[src/rtl/xint_pkg.sv]
package xint_pkg;
  localparam int unsigned REG_OFS_W = 3;

  typedef enum logic [REG_OFS_W-1:0] {
    RG_IMASK  = 3'd0,
    RG_EMASK  = 3'd1,
    RG_RISE   = 3'd2,
    RG_FALL   = 3'd3,
    RG_PEND   = 3'd4,
    RG_PEND_R = 3'd5,
    RG_PEND_F = 3'd6
  } xint_reg_e;
endpackage

[src/rtl/xint_sync.sv]
// Two-flop synchroniser and edge detector, one slice per line.
module xint_sync #(
  parameter int unsigned WIDTH = 64
) (
  input  logic             clk,
  input  logic             rst,
  input  logic [WIDTH-1:0] din,
  output logic [WIDTH-1:0] rise_det,
  output logic [WIDTH-1:0] fall_det
);
  genvar i;
  generate
    for (i = 0; i < WIDTH; i++) begin : g_line
      logic meta_q, sync_q, prev_q;
      always_ff @(posedge clk) begin
        if (rst) begin
          meta_q <= 1'b0;
          sync_q <= 1'b0;
          prev_q <= 1'b0;
        end else begin
          meta_q <= din[i];
          sync_q <= meta_q;
          prev_q <= sync_q;
        end
      end
      assign rise_det[i] = sync_q & ~prev_q;
      assign fall_det[i] = ~sync_q & prev_q;
    end
  endgenerate
endmodule

[src/rtl/xint_bank.sv]
// Configuration, pending state and outputs for one bank of lines.
module xint_bank
  import xint_pkg::*;
#(
  parameter int unsigned BANK_W          = 32,
  parameter bit          SPLIT_FALL_PEND = 1'b0
) (
  input  logic                 clk,
  input  logic                 rst,
  input  logic                 wr_sel,
  input  logic [REG_OFS_W-1:0] wr_ofs,
  input  logic [BANK_W-1:0]    wdata,
  input  logic [BANK_W-1:0]    rise_det,
  input  logic [BANK_W-1:0]    fall_det,
  output logic [BANK_W-1:0]    imask,
  output logic [BANK_W-1:0]    emask,
  output logic [BANK_W-1:0]    rise_en,
  output logic [BANK_W-1:0]    fall_en,
  output logic [BANK_W-1:0]    pend_r,
  output logic [BANK_W-1:0]    pend_f,
  output logic [BANK_W-1:0]    irq_line,
  output logic                 irq_any,
  output logic [BANK_W-1:0]    evt
);
  logic [BANK_W-1:0] hit_r, hit_f, hit_any;
  logic [BANK_W-1:0] set_r, clr_r, pend_eff;

  assign hit_r   = rise_det & rise_en;
  assign hit_f   = fall_det & fall_en;
  assign hit_any = hit_r | hit_f;

  assign clr_r = (wr_sel && (wr_ofs == RG_PEND || wr_ofs == RG_PEND_R))
                 ? wdata : '0;

  // Configuration registers
  always_ff @(posedge clk) begin
    if (rst) begin
      imask   <= '0;
      emask   <= '0;
      rise_en <= '0;
      fall_en <= '0;
    end else if (wr_sel) begin
      case (wr_ofs)
        RG_IMASK: imask   <= wdata;
        RG_EMASK: emask   <= wdata;
        RG_RISE:  rise_en <= wdata;
        RG_FALL:  fall_en <= wdata;
        default: ;
      endcase
    end
  end

  generate
    if (SPLIT_FALL_PEND) begin : g_split
      logic [BANK_W-1:0] clr_f;
      assign set_r = hit_r;
      assign clr_f = (wr_sel && (wr_ofs == RG_PEND || wr_ofs == RG_PEND_F))
                     ? wdata : '0;
      always_ff @(posedge clk) begin
        if (rst) pend_f <= '0;
        else     pend_f <= (pend_f & ~clr_f) | hit_f;
      end
    end else begin : g_single
      assign set_r  = hit_any;
      assign pend_f = '0;
    end
  endgenerate

  // Set has priority over a same-cycle clear
  always_ff @(posedge clk) begin
    if (rst) pend_r <= '0;
    else     pend_r <= (pend_r & ~clr_r) | set_r;
  end

  assign pend_eff = pend_r | pend_f;

  always_ff @(posedge clk) begin
    if (rst) begin
      irq_line <= '0;
      irq_any  <= 1'b0;
      evt      <= '0;
    end else begin
      irq_line <= pend_eff & imask;
      irq_any  <= |(pend_eff & imask);
      evt      <= hit_any & emask;
    end
  end
endmodule

[src/rtl/xint_ctrl.sv]
module xint_ctrl
  import xint_pkg::*;
#(
  parameter int unsigned NUM_BANKS       = 2,
  parameter int unsigned BANK_W          = 32,
  parameter bit          SPLIT_FALL_PEND = 1'b0,
  parameter int unsigned BANK_IDX_W      = (NUM_BANKS > 1) ? $clog2(NUM_BANKS) : 1,
  parameter int unsigned ADDR_W          = BANK_IDX_W + REG_OFS_W,
  parameter int unsigned NUM_LINES       = NUM_BANKS * BANK_W
) (
  input  logic                 clk,
  input  logic                 rst,
  input  logic [NUM_LINES-1:0] line_in,
  input  logic                 wr_en,
  input  logic [ADDR_W-1:0]    addr,
  input  logic [BANK_W-1:0]    wdata,
  output logic [BANK_W-1:0]    rdata,
  output logic [NUM_LINES-1:0] irq_line,
  output logic [NUM_BANKS-1:0] irq_bank,
  output logic [NUM_LINES-1:0] evt_pulse
);
  logic [NUM_LINES-1:0] rise_det, fall_det;
  logic [NUM_LINES-1:0] pend_all, imask_all, emask_all, trig_all;

  logic [BANK_W-1:0] imask_a  [NUM_BANKS];
  logic [BANK_W-1:0] emask_a  [NUM_BANKS];
  logic [BANK_W-1:0] rise_a   [NUM_BANKS];
  logic [BANK_W-1:0] fall_a   [NUM_BANKS];
  logic [BANK_W-1:0] pend_r_a [NUM_BANKS];
  logic [BANK_W-1:0] pend_f_a [NUM_BANKS];

  logic [BANK_IDX_W-1:0] acc_bank;
  logic [REG_OFS_W-1:0]  acc_ofs;
  assign acc_bank = addr[ADDR_W-1:REG_OFS_W];
  assign acc_ofs  = addr[REG_OFS_W-1:0];

  xint_sync #(.WIDTH(NUM_LINES)) u_sync (
    .clk      (clk),
    .rst      (rst),
    .din      (line_in),
    .rise_det (rise_det),
    .fall_det (fall_det)
  );

  genvar b;
  generate
    for (b = 0; b < NUM_BANKS; b++) begin : g_bank
      logic sel;
      assign sel = wr_en && (acc_bank == BANK_IDX_W'(b));

      xint_bank #(.BANK_W(BANK_W), .SPLIT_FALL_PEND(SPLIT_FALL_PEND)) u_bank (
        .clk      (clk),
        .rst      (rst),
        .wr_sel   (sel),
        .wr_ofs   (acc_ofs),
        .wdata    (wdata),
        .rise_det (rise_det[b*BANK_W +: BANK_W]),
        .fall_det (fall_det[b*BANK_W +: BANK_W]),
        .imask    (imask_a[b]),
        .emask    (emask_a[b]),
        .rise_en  (rise_a[b]),
        .fall_en  (fall_a[b]),
        .pend_r   (pend_r_a[b]),
        .pend_f   (pend_f_a[b]),
        .irq_line (irq_line[b*BANK_W +: BANK_W]),
        .irq_any  (irq_bank[b]),
        .evt      (evt_pulse[b*BANK_W +: BANK_W])
      );

      assign pend_all [b*BANK_W +: BANK_W] = pend_r_a[b] | pend_f_a[b];
      assign imask_all[b*BANK_W +: BANK_W] = imask_a[b];
      assign emask_all[b*BANK_W +: BANK_W] = emask_a[b];
      assign trig_all [b*BANK_W +: BANK_W] = rise_a[b] | fall_a[b];
    end
  endgenerate

  // Registered read port
  always_ff @(posedge clk) begin
    if (rst) begin
      rdata <= '0;
    end else begin
      rdata <= '0;
      if (32'(acc_bank) < NUM_BANKS) begin
        case (acc_ofs)
          RG_IMASK:  rdata <= imask_a[acc_bank];
          RG_EMASK:  rdata <= emask_a[acc_bank];
          RG_RISE:   rdata <= rise_a[acc_bank];
          RG_FALL:   rdata <= fall_a[acc_bank];
          RG_PEND:   rdata <= pend_r_a[acc_bank] | pend_f_a[acc_bank];
          RG_PEND_R: rdata <= pend_r_a[acc_bank];
          RG_PEND_F: rdata <= pend_f_a[acc_bank];
          default:   rdata <= '0;
        endcase
      end
    end
  end
endmodule

[config.mk]
export PLATFORM = sky130hd
export DESIGN_NAME = xint_ctrl
export DESIGN_NICKNAME = d
export VERILOG_FILES = /design/src/rtl/xint_pkg.sv /design/src/rtl/xint_sync.sv /design/src/rtl/xint_bank.sv /design/src/rtl/xint_ctrl.sv
export SDC_FILE = /design/constraint.sdc
export NUM_CORES = 1
export LEC_CHECK = 0
export BUFFER_PORTS_ARGS = -buffer_cell sky130_fd_sc_hd__buf_2
export CELL_PAD_IN_SITES_DETAIL_PLACEMENT = 1
export CELL_PAD_IN_SITES_GLOBAL_PLACEMENT = 2
export CORE_ASPECT_RATIO = 1.2
export CORE_MARGIN = 3
export CORE_UTILIZATION = 39
export DETAILED_ROUTE_END_ITERATION = 7
export MAX_ROUTING_LAYER = met4
export PLACE_DENSITY = 0.85
export SETUP_SLACK_MARGIN = 0.05
export SYNTH_ARGS = -nofsm -noshare
export SYNTH_HDL_FRONTEND = slang
export SYNTH_HIERARCHICAL = 1
export SYNTH_SLANG_ARGS = --single-unit
export TNS_END_PERCENT = 1
[constraint.sdc]
create_clock -name clk -period 6.9 [get_ports clk]
set_clock_uncertainty 0.2 [all_clocks]
set_input_delay 1.38 -clock clk [delete_from_list [all_inputs] [get_ports clk]]
set_output_delay 1.38 -clock clk [all_outputs]
set_load 0.005 [all_outputs]
==> reports/results.ini, run 1 <==
[logic_synthesis]
synth_edf_count=0
synth_ff_type=dfxtp_1
synth_top_area_frac=0.519
yosysSeqAreaShare=0.519
ys_types=32
yosys.area.top_type=dfxtp_1
yosys_warnings=6
netlist_area_um2=26000
synth_most_common_cell=nand2_1
synth_common_cells=708 x nand2_1, 674 x dfxtp_1, 321 x nor2b_1
ys_seq_elements=674
synthArstFlopShare=0
syn-instance-count=2830
yosys-top-cells-area=dfxtp_1 52%, nand2_1 10%, nor2b_1 7.7%
syn_area_per_cell_um2=9.18

[sta]
fin_tns_setup_ps=0
fin_crit_sh=0.522
fmax_mhz=278
slew_headroom=0.0961
worst_slew_pin_slew_ps=1340
finalMaxSlewViolations=0
fin_crit_ps=3600
rsz0062_at_grt=no
finalSetupViolCount=0
hold_violations=0

[flow_run]
cap_viol_max_count=0

[floorplanning]
io_pins=265
rows=103
dieWidth_um=242
initial_utilization=0.394
die-height_um=289
die_area_um2=69700
core_area_um2=65900

[worst_setup_path]
cp_max_fo=81
critical_path_class=input pin to register
cp-start-kind=input pin
cp.arrival_ps=3930
crit_required_ps=7230
crit_path_end_kind=register

[clock_tree]
post_cts_buffers=0
path_clk_slew_ps=70
cts_root_buf=clkbuf_16
hold_buffers=0
clock_sink_count=674
clk_latency_ps=620
cts_buffers=71
cts-resized-gates=0
clockBufferDepth=3
cts_tree=done
h-tree-depth=3

[power_and_ir_drop]
powerDensity_nw_per_um2=288
leakage_nw=11.5
vdd_ir_drop_max_mv=0.148

[global_routing]
grt_pass1_vias=21700
grt_overflow=0
grt_antenna_before_repair=6
grt_max_degree=202
grt_first_pass_wirelength_um=131000
grt_util_all_layers=0.251

[final_layout]
num-nets-final=3108
utilization=0.454
stdcell_area_um2=29900
area_growth_pct=15.1
drive_above_1_share=0.162

[route]
wl_um=87600
initialDrtViolationCount=1225
num_vias=20700
viasPerCell=5.22
drt-pass1-iter-count=5
wire_per_inst_um=22.1
postRouteAntennaNets=0
drcViolationCount=0

[place]
gp_congestion=0.838
portBuffers=264
dp.final_hpwl_um=54400
place_area_um2=27300

[run_status]
status=finished clean

[worst_hold_path]
hp-class=register to register

==> cells by family (layout without fill, tap and decap cells) <==
group	Yosys count	after routing	synth area share
and+or+nand+nor	1202	1202	0.221
DFF	674	674	0.519
AOI/OAI and AO/OA	515	515	0.123
buffers and inverters	245	414	0.0622
muxes	192	192	0.0740
other	2	71	0.000289
==> report_power, final <==
group	internal, mW	switching (mW)
logic	0.135	0.270
clock network	2.55	1.64
registers	3.96	0.0396
==> placed cells by master, fill, tap and decap left out, drive strengths merged <==
| cell | n |
|---|---|
| bufinv | 11 |
| nand2b | 4 |
| or3b | 2 |
| dfxtp | 674 |
| clkbuf | 94 |
| diode | 7 |
| and2 | 5 |
| or2 | 2 |
| and3b | 2 |
| clkinv | 16 |
| inv | 5 |
| nand2 | 708 |
| buf | 283 |
| a22oi | 64 |
| clkinvlp | 5 |
| a31oi | 1 |
| a21oi | 322 |
| nor2 | 68 |
| o22ai | 96 |
| nand4 | 16 |
| or3 | 1 |
| nand3b | 3 |
| nor3b | 66 |
| nor2b | 321 |
| conb | 64 |
| nor4 | 4 |
| o31a | 32 |
| mux2i | 192 |
==> per-stage QoR <==
stage | hold WS, ps | setup WS [ps] | power, mW | cells
after CTS | 232 | 3390 | 8.68 | 3953
after detailed placement | 226 | 2760 | 4.49 | 3824
final | 227 | 3300 | 8.60 | 3960
after global routing | 247 | 3210 | 8.89 | 3958
after global placement | 220 | 2880 | 4.48 | 3824
after floorplan | 214 | 3740 | 4.36 | 2892
==> final timing paths <==
| kind | from | end | slack (ps) | depth (start not counted) |
|---|---|---|---|---|
| setup / recovery | addr[3] | g_bank[1].u_bank/emask[1]$_SDFFE_PP0P_ | 3300 | 6 |
| hold / removal | u_sync/g_line[57].meta_q$_SDFF_PP0_ | u_sync/g_line[57].sync_q$_SDFF_PP0_ | 230 | 1 |
| setup reg to reg | g_bank[0].u_bank/pend_r[14]$_SDFF_PP0_ | g_bank[0].u_bank/irq_any$_SDFF_PP0_ | 4250 | 4 |
| hold reg to reg | u_sync/g_line[57].meta_q$_SDFF_PP0_ | u_sync/g_line[57].sync_q$_SDFF_PP0_ | 230 | 1 |
==> worst max-delay path, cell delays in order <==
cell and delay, ps:
buf_8 540, and2_1 330, nor3b_4 290, and2_2 880
nand2_1 170, a21oi_2 190
==> layout make-up <==
cell class | instances | area [um2]
diodes | 7 | 17.5
clock inverters | 35 | 482
multi-input cells | 1973 | 11200
flip-flops and latches | 674 | 13500
clock buffers | 94 | 2090
well taps | 892 | 1120
fillers | 7585 | 36000
repair buffers | 283 | 1520
inverters | 2 | 7.51
==> metal layers <==
layer | global-route usage | vias to the layer above | share of wire
met5 | - | - | 0
li1 | - | 9687 | -
met4 | 0.105 | 0 | 0.037
met2 | 0.427 | 591 | 0.49
met3 | 0.0465 | 189 | 0.058
met1 | 0.292 | 10200 | 0.42
No activity file was read; power rests on OpenSTA's default activity.
==> run 2, diff against run 1 <==
Settings changed: CORE_UTILIZATION 39 to 33, PLACE_DENSITY 0.85 to 0.76.
Clock period 6.9 ns to 2.95 ns, I/O delays scaled along.
==> reports/results.ini, run 2 (synthesis results as in run 1) <==
[worst_setup_path]
critical_path_class=register to output pin
cpLargestDelayFamily=flip-flops
r2r_start=g_bank[1].u_bank/pend_r[14]$_SDFF_PP0_
cpMaxStageDelayCell=dfxtp_1
crit_path_end_kind=output pin
cp_max_fo=1  ; -99%
crit_required_ps=2160  ; -5070 ps
reg2reg_depth=5  ; +1
cp_slowest_stage_delay_ps=410  ; -470 ps
r2r_slack_ps=980  ; -3270 ps
cp-start-kind=register
crit_chain=buf_2
cp.arrival_ps=1200  ; -2730 ps
crit_start=rdata[31]$_SDFF_PP0_
reg2reg_to=g_bank[1].u_bank/irq_any$_SDFF_PP0_
worst-path-buf-inv=1  ; unchanged

[route]
drt-pass1-iter-count=5  ; unchanged
wire_per_inst_um=22.2  ; +0.17%
num_vias=21100  ; +1.9%
viasPerCell=5.00  ; -4.2%
drcViolationCount=0  ; unchanged
initialDrtViolationCount=1202  ; -1.9%
postRouteAntennaNets=0  ; unchanged
wl_um=93400  ; +6.6%

[place]
place_area_um2=28100  ; +3.1%
gp_congestion=0.816  ; -2.6%
dp.final_hpwl_um=61200  ; +13%
portBuffers=264  ; unchanged

[sta]
holdWs_ps=24.0  ; -203 ps
finalMaxSlewViolations=0  ; unchanged
fin_tns_setup_ps=0  ; unchanged
hold_violations=0  ; unchanged
fin_crit_sh=0.675
finalSetupViolCount=0  ; unchanged
slew_headroom=0.423  ; +0.327
fin_crit_ps=1990
worst_slew_pin_slew_ps=866  ; -477 ps
fmax_mhz=503
rsz0062_at_grt=no

[final_layout]
drive_above_1_share=0.172  ; +0.00999
final_common_cell=nand2_1
area_growth_pct=20.8
layout_common_cells=704 x nand2_1, 674 x dfxtp_1, 321 x nor2b_1
stdcell_area_um2=31400  ; +5.0%
num-nets-final=3225  ; +3.8%

[worst_hold_path]
hp-start=line_in[61]
hold_path_depth=2  ; +1
hold_end=u_sync/g_line[61].meta_q$_SDFF_PP0_
hp-class=input pin to register

[floorplanning]
die-height_um=313  ; +8.5%
rows=112  ; +8.7%
die_area_um2=82100  ; +18%
io_pins=265  ; unchanged
core_area_um2=77900  ; +18%
dieWidth_um=262  ; +8.5%
initial_utilization=0.333  ; -0.0611

[run_status]
status=finished clean

[power_and_ir_drop]
vdd_ir_drop_max_mv=0.342  ; +130%
p_total_mw=20.5  ; +140%
leakage_nw=12.1  ; +5.4%
powerDensity_nw_per_um2=654  ; +130%

[global_routing]
grt_overflow=0  ; unchanged
grt_antenna_before_repair=8  ; +2
grt_first_pass_wirelength_um=139000  ; +6.2%
grt_util_all_layers=0.231  ; -0.0203
grt_pass1_vias=22100  ; +2.1%
grt_max_degree=109  ; -46%

[clock_tree]
clockBufferDepth=3  ; unchanged
cts_buffers=73  ; +2.8%
clock_sink_count=674  ; unchanged
cts-resized-gates=0  ; unchanged
clk_latency_ps=620  ; about the same
cts_tree=done
cts_root_buf=clkbuf_16
h-tree-depth=3  ; unchanged
path_clk_slew_ps=60  ; about the same

[flow_run]
cap_viol_max_count=0  ; unchanged

## run 2: worst reg2reg max path: stages, from the launching register on
cell     delay [ps]
dfxtp_1         340
nand2_1         260
nand4_1         250
nor4_1          430
buf_4           230
a21oi_1         130
## run 2: repair_timing
item,4_1_cts,5_1_grt
hold buffers,57,0
setup endpoints to repair,0,0
buffers inserted,0,0
endpoints found under the hold margin,57,0
## run 2: final cells by class
class / count / area (um2)
inverter: 2 / 7.51
antenna: 7 / 17.5
timing repair buffer: 398 / 2770
clock buffer: 110 / 2220
fill: 9031 / 46500
multi-input combinational: 1973 / 11200
tap: 1026 / 1280
sequential: 674 / 13500
clock inverter: 23 / 422
## run 2: through the flow
| stage | utilization | instances | worst slack, ps |
|---|---|---|---|
| 2_1_floorplan | - | 2892 | 581 |
| 3_3_place_gp | 0.361 | 4016 | 470 |
| 3_5_place_dp | 0.361 | 4016 | 464 |
| 4_1_cts | 0.402 | 4206 | 922 |
| 5_1_grt | 0.403 | 4213 | 942 |
| 6_report | 0.403 | 4213 | 960 |
## run 2: where the power goes
group	internal [mW]	leakage (nW)	switching [mW]
clock network	6.18	1.28	3.87
logic	0.420	5.34	0.667
registers	9.27	5.47	0.0993
total	15.9	12.1	4.63
## run 2: how the worst max path moves through the flow
stage	endpoint	slack, ps	cells after the start
floorplan	g_bank[0].u_bank/imask[17]$_SDFFE_PP0P_	580	9
global placement	rdata[25]$_SDFF_PP0_	470	5
detailed placement	rdata[25]$_SDFF_PP0_	460	5
CTS	rdata[11]	920	1
global route	rdata[31]	940	1
finish	rdata[31]	960	1
## run 2: layer usage
| metal | part of all wire | vias to the layer above | GRT usage | wire (um) |
|---|---|---|---|---|
| li1 | - | 9912 | - | - |
| met4 | 0.044 | 0 | 0.103 | 4120 |
| met3 | 0.051 | 218 | 0.0415 | 4730 |
| met2 | 0.47 | 570 | 0.372 | 44200 |
| met1 | 0.43 | 10400 | 0.281 | 40400 |
| met5 | 0 | - | - | 0 |
